==> config.mk <==
export PLATFORM = sky130hd
export DESIGN_NAME = rstc_reg
export DESIGN_NICKNAME = d
export VERILOG_FILES = /design/src/rtl/rstc_pkg.sv /design/src/rtl/rstc_count.sv /design/src/rtl/rstc_merge.sv /design/src/rtl/rstc_reg.sv
export SDC_FILE = /design/constraint.sdc
export NUM_CORES = 1
export LEC_CHECK = 0
export BUFFER_PORTS_ARGS = -buffer_cell sky130_fd_sc_hd__clkbuf_2
export CORE_ASPECT_RATIO = 1.2
export CORE_MARGIN = 1.5
export CORE_UTILIZATION = 30
export CTS_CLUSTER_DIAMETER = 50
export DETAILED_ROUTE_END_ITERATION = 16
export PLACE_DENSITY_LB_ADDON = 0.2
export SYNTH_ARGS = -nofsm -noshare
export SYNTH_HDL_FRONTEND = slang
export SYNTH_SLANG_ARGS = --single-unit
==> constraint.sdc <==
create_clock -name clk -period 1.3 [get_ports clk]
set_input_delay 0.26 -clock clk [delete_from_list [all_inputs] [get_ports clk]]
set_output_delay 0.26 -clock clk [all_outputs]
set_load 0.01 [all_outputs]
==> src/rtl/rstc_pkg.sv <==
package rstc_pkg;
  localparam int REG_W = 32;

  // flag positions; software decodes these bits
  localparam int BIT_POR  = 31;
  localparam int BIT_SPOR = 30;
  localparam int BIT_SXIR = 29;
  localparam int BIT_BPOR = 28;
  localparam int BIT_BXIR = 27;

  localparam logic [REG_W-1:0] MASK_LIVE = 32'hF800_0000;
  localparam logic [REG_W-1:0] MASK_W1C  = 32'h9800_0000;
  localparam logic [REG_W-1:0] MASK_SET  = 32'h6000_0000;
  localparam logic [REG_W-1:0] VAL_FIRST = 32'h8000_0000;

  // odd word of the 8-byte slot is selected by this address bit
  localparam int WORD_SEL = 2;

  typedef struct packed {
    logic sys_rst;
    logic btn_por;
    logic btn_xir;
  } rstc_evt_t;
endpackage

==> src/rtl/rstc_count.sv <==
module rstc_count #(
  parameter int CNT_W = 4
) (
  input  logic clk,
  input  logic rst_n,
  input  logic clr,
  input  logic inc,
  output logic first
);
  localparam logic [CNT_W-1:0] CNT_MAX = {CNT_W{1'b1}};

  logic [CNT_W-1:0] cnt_q;
  logic [CNT_W-1:0] cnt_d;
  logic             cnt_en;

  always_comb begin
    cnt_d  = cnt_q;
    cnt_en = 1'b0;
    if (clr) begin
      cnt_d  = '0;
      cnt_en = 1'b1;
    end else if (inc && (cnt_q != CNT_MAX)) begin
      cnt_d  = cnt_q + 1'b1;
      cnt_en = 1'b1;
    end
  end

  always_ff @(posedge clk or negedge rst_n) begin
    if (!rst_n) begin
      cnt_q <= '0;
    end else if (cnt_en) begin
      cnt_q <= cnt_d;
    end
  end

  assign first = (cnt_q == '0);
endmodule

==> src/rtl/rstc_merge.sv <==
module rstc_merge
  import rstc_pkg::*;
(
  input  logic [REG_W-1:0] cur,
  input  logic             wr_odd,
  input  logic [REG_W-1:0] wdata,
  input  rstc_evt_t        evt,
  input  logic             first,
  output logic [REG_W-1:0] nxt,
  output logic             req,
  output logic             cnt_clr
);
  logic [REG_W-1:0] wv;

  always_comb begin
    wv      = wr_odd ? (wdata & MASK_LIVE) : '0;
    nxt     = (cur & ~(wv & MASK_W1C)) | (wv & MASK_SET);
    if (evt.btn_por) nxt[BIT_BPOR] = 1'b1;
    if (evt.btn_xir) nxt[BIT_BXIR] = 1'b1;
    if (evt.sys_rst && first) nxt = VAL_FIRST;
    req     = wv[BIT_SPOR] | wv[BIT_SXIR];
    cnt_clr = wv[BIT_SPOR];
  end
endmodule

==> src/rtl/rstc_reg.sv <==
module rstc_reg
  import rstc_pkg::*;
#(
  parameter int ADDR_W = 4,
  parameter int CNT_W  = 4
) (
  input  logic              clk,
  input  logic              rst_n,
  input  logic              bus_sel,
  input  logic              bus_we,
  input  logic [ADDR_W-1:0] bus_addr,
  input  logic [31:0]       bus_wdata,
  output logic [31:0]       bus_rdata,
  input  logic              sys_reset_i,
  input  logic              btn_por_i,
  input  logic              btn_xir_i,
  output logic              rst_req_o,
  output logic [31:0]       reg_value_o
);
  logic             odd_sel;
  logic             wr_odd;
  rstc_evt_t        evt;
  logic             rst_first;
  logic             cnt_clr;
  logic             req_d;
  logic [REG_W-1:0] val_q;
  logic [REG_W-1:0] val_d;
  logic             val_en;
  logic             req_q;

  assign odd_sel = bus_addr[WORD_SEL];
  assign wr_odd  = bus_sel & bus_we & odd_sel;
  assign evt     = '{sys_rst: sys_reset_i, btn_por: btn_por_i, btn_xir: btn_xir_i};

  rstc_count #(.CNT_W(CNT_W)) u_count (
    .clk   (clk),
    .rst_n (rst_n),
    .clr   (cnt_clr),
    .inc   (sys_reset_i),
    .first (rst_first)
  );

  rstc_merge u_merge (
    .cur     (val_q),
    .wr_odd  (wr_odd),
    .wdata   (bus_wdata),
    .evt     (evt),
    .first   (rst_first),
    .nxt     (val_d),
    .req     (req_d),
    .cnt_clr (cnt_clr)
  );

  assign val_en = wr_odd | sys_reset_i | btn_por_i | btn_xir_i;

  always_ff @(posedge clk or negedge rst_n) begin
    if (!rst_n) begin
      val_q <= '0;
    end else if (val_en) begin
      val_q <= val_d;
    end
  end

  always_ff @(posedge clk or negedge rst_n) begin
    if (!rst_n) begin
      req_q <= 1'b0;
    end else begin
      req_q <= req_d;
    end
  end

  assign rst_req_o   = req_q;
  assign reg_value_o = val_q;
  assign bus_rdata   = (bus_sel && odd_sel) ? val_q : '0;
endmodule

==> impl_results.md <==
* Status: completed
* Critical path class: reg -> out
* Post-Syn Area at 926 um^2
* Postcts setup bufs at 0
* LEAKAGE at 0.530 nW
* Fin worst setup slack at 65.6 ps
* CTS clk-pin slew, worst paths at 60 ps
* Post-synthesis register bit count at 10
* Wire length of the first global-routing pass at 1850 um
* Core box area at 2860 um^2
* Share of post-route cells with drive strength above 1 at 27.6%
* RR Endpoint: u_count.cnt_q[0]$_DFFE_PN0P_
* Final Slew Violations at 0
* Fillers at 319
* Skew final at 2.60 ps
* Hold endpoint: reg_value_o[28]$_DFFE_PN0P_
* Total CTS buffers at 3
* Worst vdd ir at 0.434 mV
* Starting Density at 32.3%
* Setup TNS at 0 ps
* Residual DRC at 0
* CP required at 1040 ps
* Worst R2R Start: u_count.cnt_q[0]$_DFFE_PN0P_
* CP Max Fanout at 3
* Die area at 3430 um^2
* GR Util All Layers at 7.26%
* CP Capture Type: output port
* Worst Hold Class: in -> reg
* Flop pwr share at 44.9%
* Fin crit share at 95.0%
* Wire per inst at 7.86 um
* FP Rows at 21
* Multi-input gate area at 463 um^2
* Routed via count at 630
* Setup slack, reg-to-reg at 130 ps
* Logic pwr share at 39.4%
* # clock sinks at 10
* Synth-to-layout area growth at -0.811%
* Final Hold Vio Count at 0
* WHS Path Cells at 3
* Iteration-0 DRC Markers at 1
* Yosys warns at 0
* Crit path DAT at 970 ps
* Setup violations, final at 0
* Worst slack, placed at 66.5 ps
* Pre-antenna DRT Iters at 3
* PortBufs at 23
* Final GP Congestion at 0.623
* Largest net degree at the start of global routing at 11
* Gr ovfl total at 0
* Int Power at 0.000747 W
* CP startpoint kind: register
* Chip height at 63.9 um
* CTS root buffer: clkbuf_4
* Pwr Density at 1370 nW/um^2
* Bufs on Longest Clock Path at 2
* Register area at 250 um^2
* Fin nets at 181
* WL final at 1320 um
* Dpl hpwl at 1160 um
* Origin of the worst min-delay path: btn_por_i
* Minimum clock period at 1230 ps
* Mapped Cells at 108
* RSZ-0062 raised after global routing: no
* Initial antenna violation count at 0
* Register area share after synthesis at 27.0%
* Die extent in x at 53.7 um
* Top Ports at 108
* Antenna-violating nets left at 0
* Vias in the first global route at 451
* DR vias/cell at 3.75
* H-tree depth at 1
* R2R depth at 4
* Worst skew pair latency at 260 ps
* Clock power frac at 15.8%
* P_sw at 0.000513 W
* Synth unique cells at 21
* TritonCTS clock tree: done
* Mean Syn Cell Area at 8.57 um^2
* Max Fclk at 810 MHz
* Max-Cap Viols at 0
* N_diodes at 0
* Sw frac at 40.7%
[layout by cell type (no fill, tap or decap), types with 2 or more instances in the layout]
master / netlist / layout
clkbuf_4: 0 / 3
nor2_1: 4 / 4
and3_2: 5 / 5
conb_1: 1 / 54
nand3_1: 3 / 3
nor3_1: 2 / 2
dfrtp_1: 10 / 10
clkbuf_2: 0 / 23
inv_1: 4 / 4
nand4_1: 3 / 3
nand2_1: 3 / 3
a21oi_1: 7 / 7
[how the worst max path moves through the flow]
stage,from,to,slack [ps],depth (start not counted)
3_3_place_gp,u_count.cnt_q[0]$_DFFE_PN0P_,u_count.cnt_q[0]$_DFFE_PN0P_,100,4
4_1_cts,reg_value_o[30]$_DFFE_PN0P_,bus_rdata[30],50,2
5_1_grt,u_count.cnt_q[0]$_DFFE_PN0P_,u_count.cnt_q[0]$_DFFE_PN0P_,10,4
2_1_floorplan,u_count.cnt_q[0]$_DFFE_PN0P_,u_count.cnt_q[0]$_DFFE_PN0P_,170,4
6_report,reg_value_o[30]$_DFFE_PN0P_,bus_rdata[30],70,2
3_5_place_dp,u_count.cnt_q[0]$_DFFE_PN0P_,u_count.cnt_q[0]$_DFFE_PN0P_,70,4
[power groups by stage]
| stage | combinational [W] | clock [W] | sequential (W) |
|---|---|---|---|
| 6_report | 0.000496 | 0.000199 | 0.000566 |
| 3_5_place_dp | 0.000488 | 0 | 0.000562 |
| 4_1_cts | 0.000491 | 0.000213 | 0.000556 |
| 3_3_place_gp | 0.000483 | 0 | 0.000559 |
| 5_1_grt | 0.000578 | 0.000222 | 0.000587 |
| 2_1_floorplan | 0.000418 | 0 | 0.000572 |
[critical path, cell delays in order (launching register included)]
cell and delay, ps:
dfrtp_1 390, and3_2 210, clkbuf_2 120
[metal layers]
layer,part of all wire (%),up-vias,track usage (%)
li1,-,302,-
met1,35,272,7.59
met2,49,54,12.3
met3,15,2,1.64
met4,1.3,0,4.81
met5,0,-,0
[state kept, by name (all words and copies together) (netlist names)]
signal         flops
u_count.cnt_q      4
reg_value_o        5
rst_req_o          1
[cells in the mapped netlist]
master | count | area share [%]
o21ai_0 | 1 | 0.54
and2_4 | 1 | 0.95
o21a_1 | 1 | 0.81
a21o_1 | 1 | 0.81
nand2_1 | 3 | 1.2
nor3_2 | 2 | 2.2
conb_1 | 1 | 0.41
nand4_1 | 3 | 2.0
nor3_1 | 2 | 1.1
nand3_1 | 3 | 1.6
inv_1 | 4 | 1.6
dfrtp_1 | 10 | 27
buf_4 | 54 | 44
and3_4 | 1 | 1.2
o21ai_1 | 1 | 0.54
and3_2 | 5 | 4.1
and3_1 | 1 | 0.68
a211oi_2 | 1 | 1.4
nor2_1 | 4 | 1.6
ha_1 | 2 | 2.7
a21oi_1 | 7 | 3.8
[layout make-up]
type | count | area share [%]
multi-input combinational | 93 | 50.4
inverter | 4 | 1.63
timing repair buffer | 24 | 13.6
clock buffer | 3 | 2.45
tap | 34 | 4.63
sequential | 10 | 27.2
[logic make-up (layout without fill, tap and decap cells)]
kind of cell | count (synthesis) | count (layout) | share of synthesized area [%]
buf+inv | 58 | 31 | 45.4
compound gates | 12 | 12 | 7.84
flops | 10 | 10 | 27.0
other cells | 1 | 54 | 0.405
fa+ha+maj | 2 | 2 | 2.70
simple gates | 25 | 25 | 16.6
[timing repair]
action                                  CTS  global route
hold buffers                              1             0
hold endpoints to repair                 10             0
gates resized for setup                   0             2
endpoints found under the setup margin    0             6
[per-stage QoR]
step	cells	total power (W)	instance area, um^2	hold slack, ps	util, %
2_1_floorplan	161	0.000991	1120	-35.6	-
3_3_place_gp	164	0.00104	877	136	30.6
3_5_place_dp	164	0.00105	877	142	30.6
4_1_cts	168	0.00126	910	217	31.8
5_1_grt	168	0.00139	918	241	32.1
6_report	168	0.00126	918	221	32.1
(Power assumes the default switching activity.)
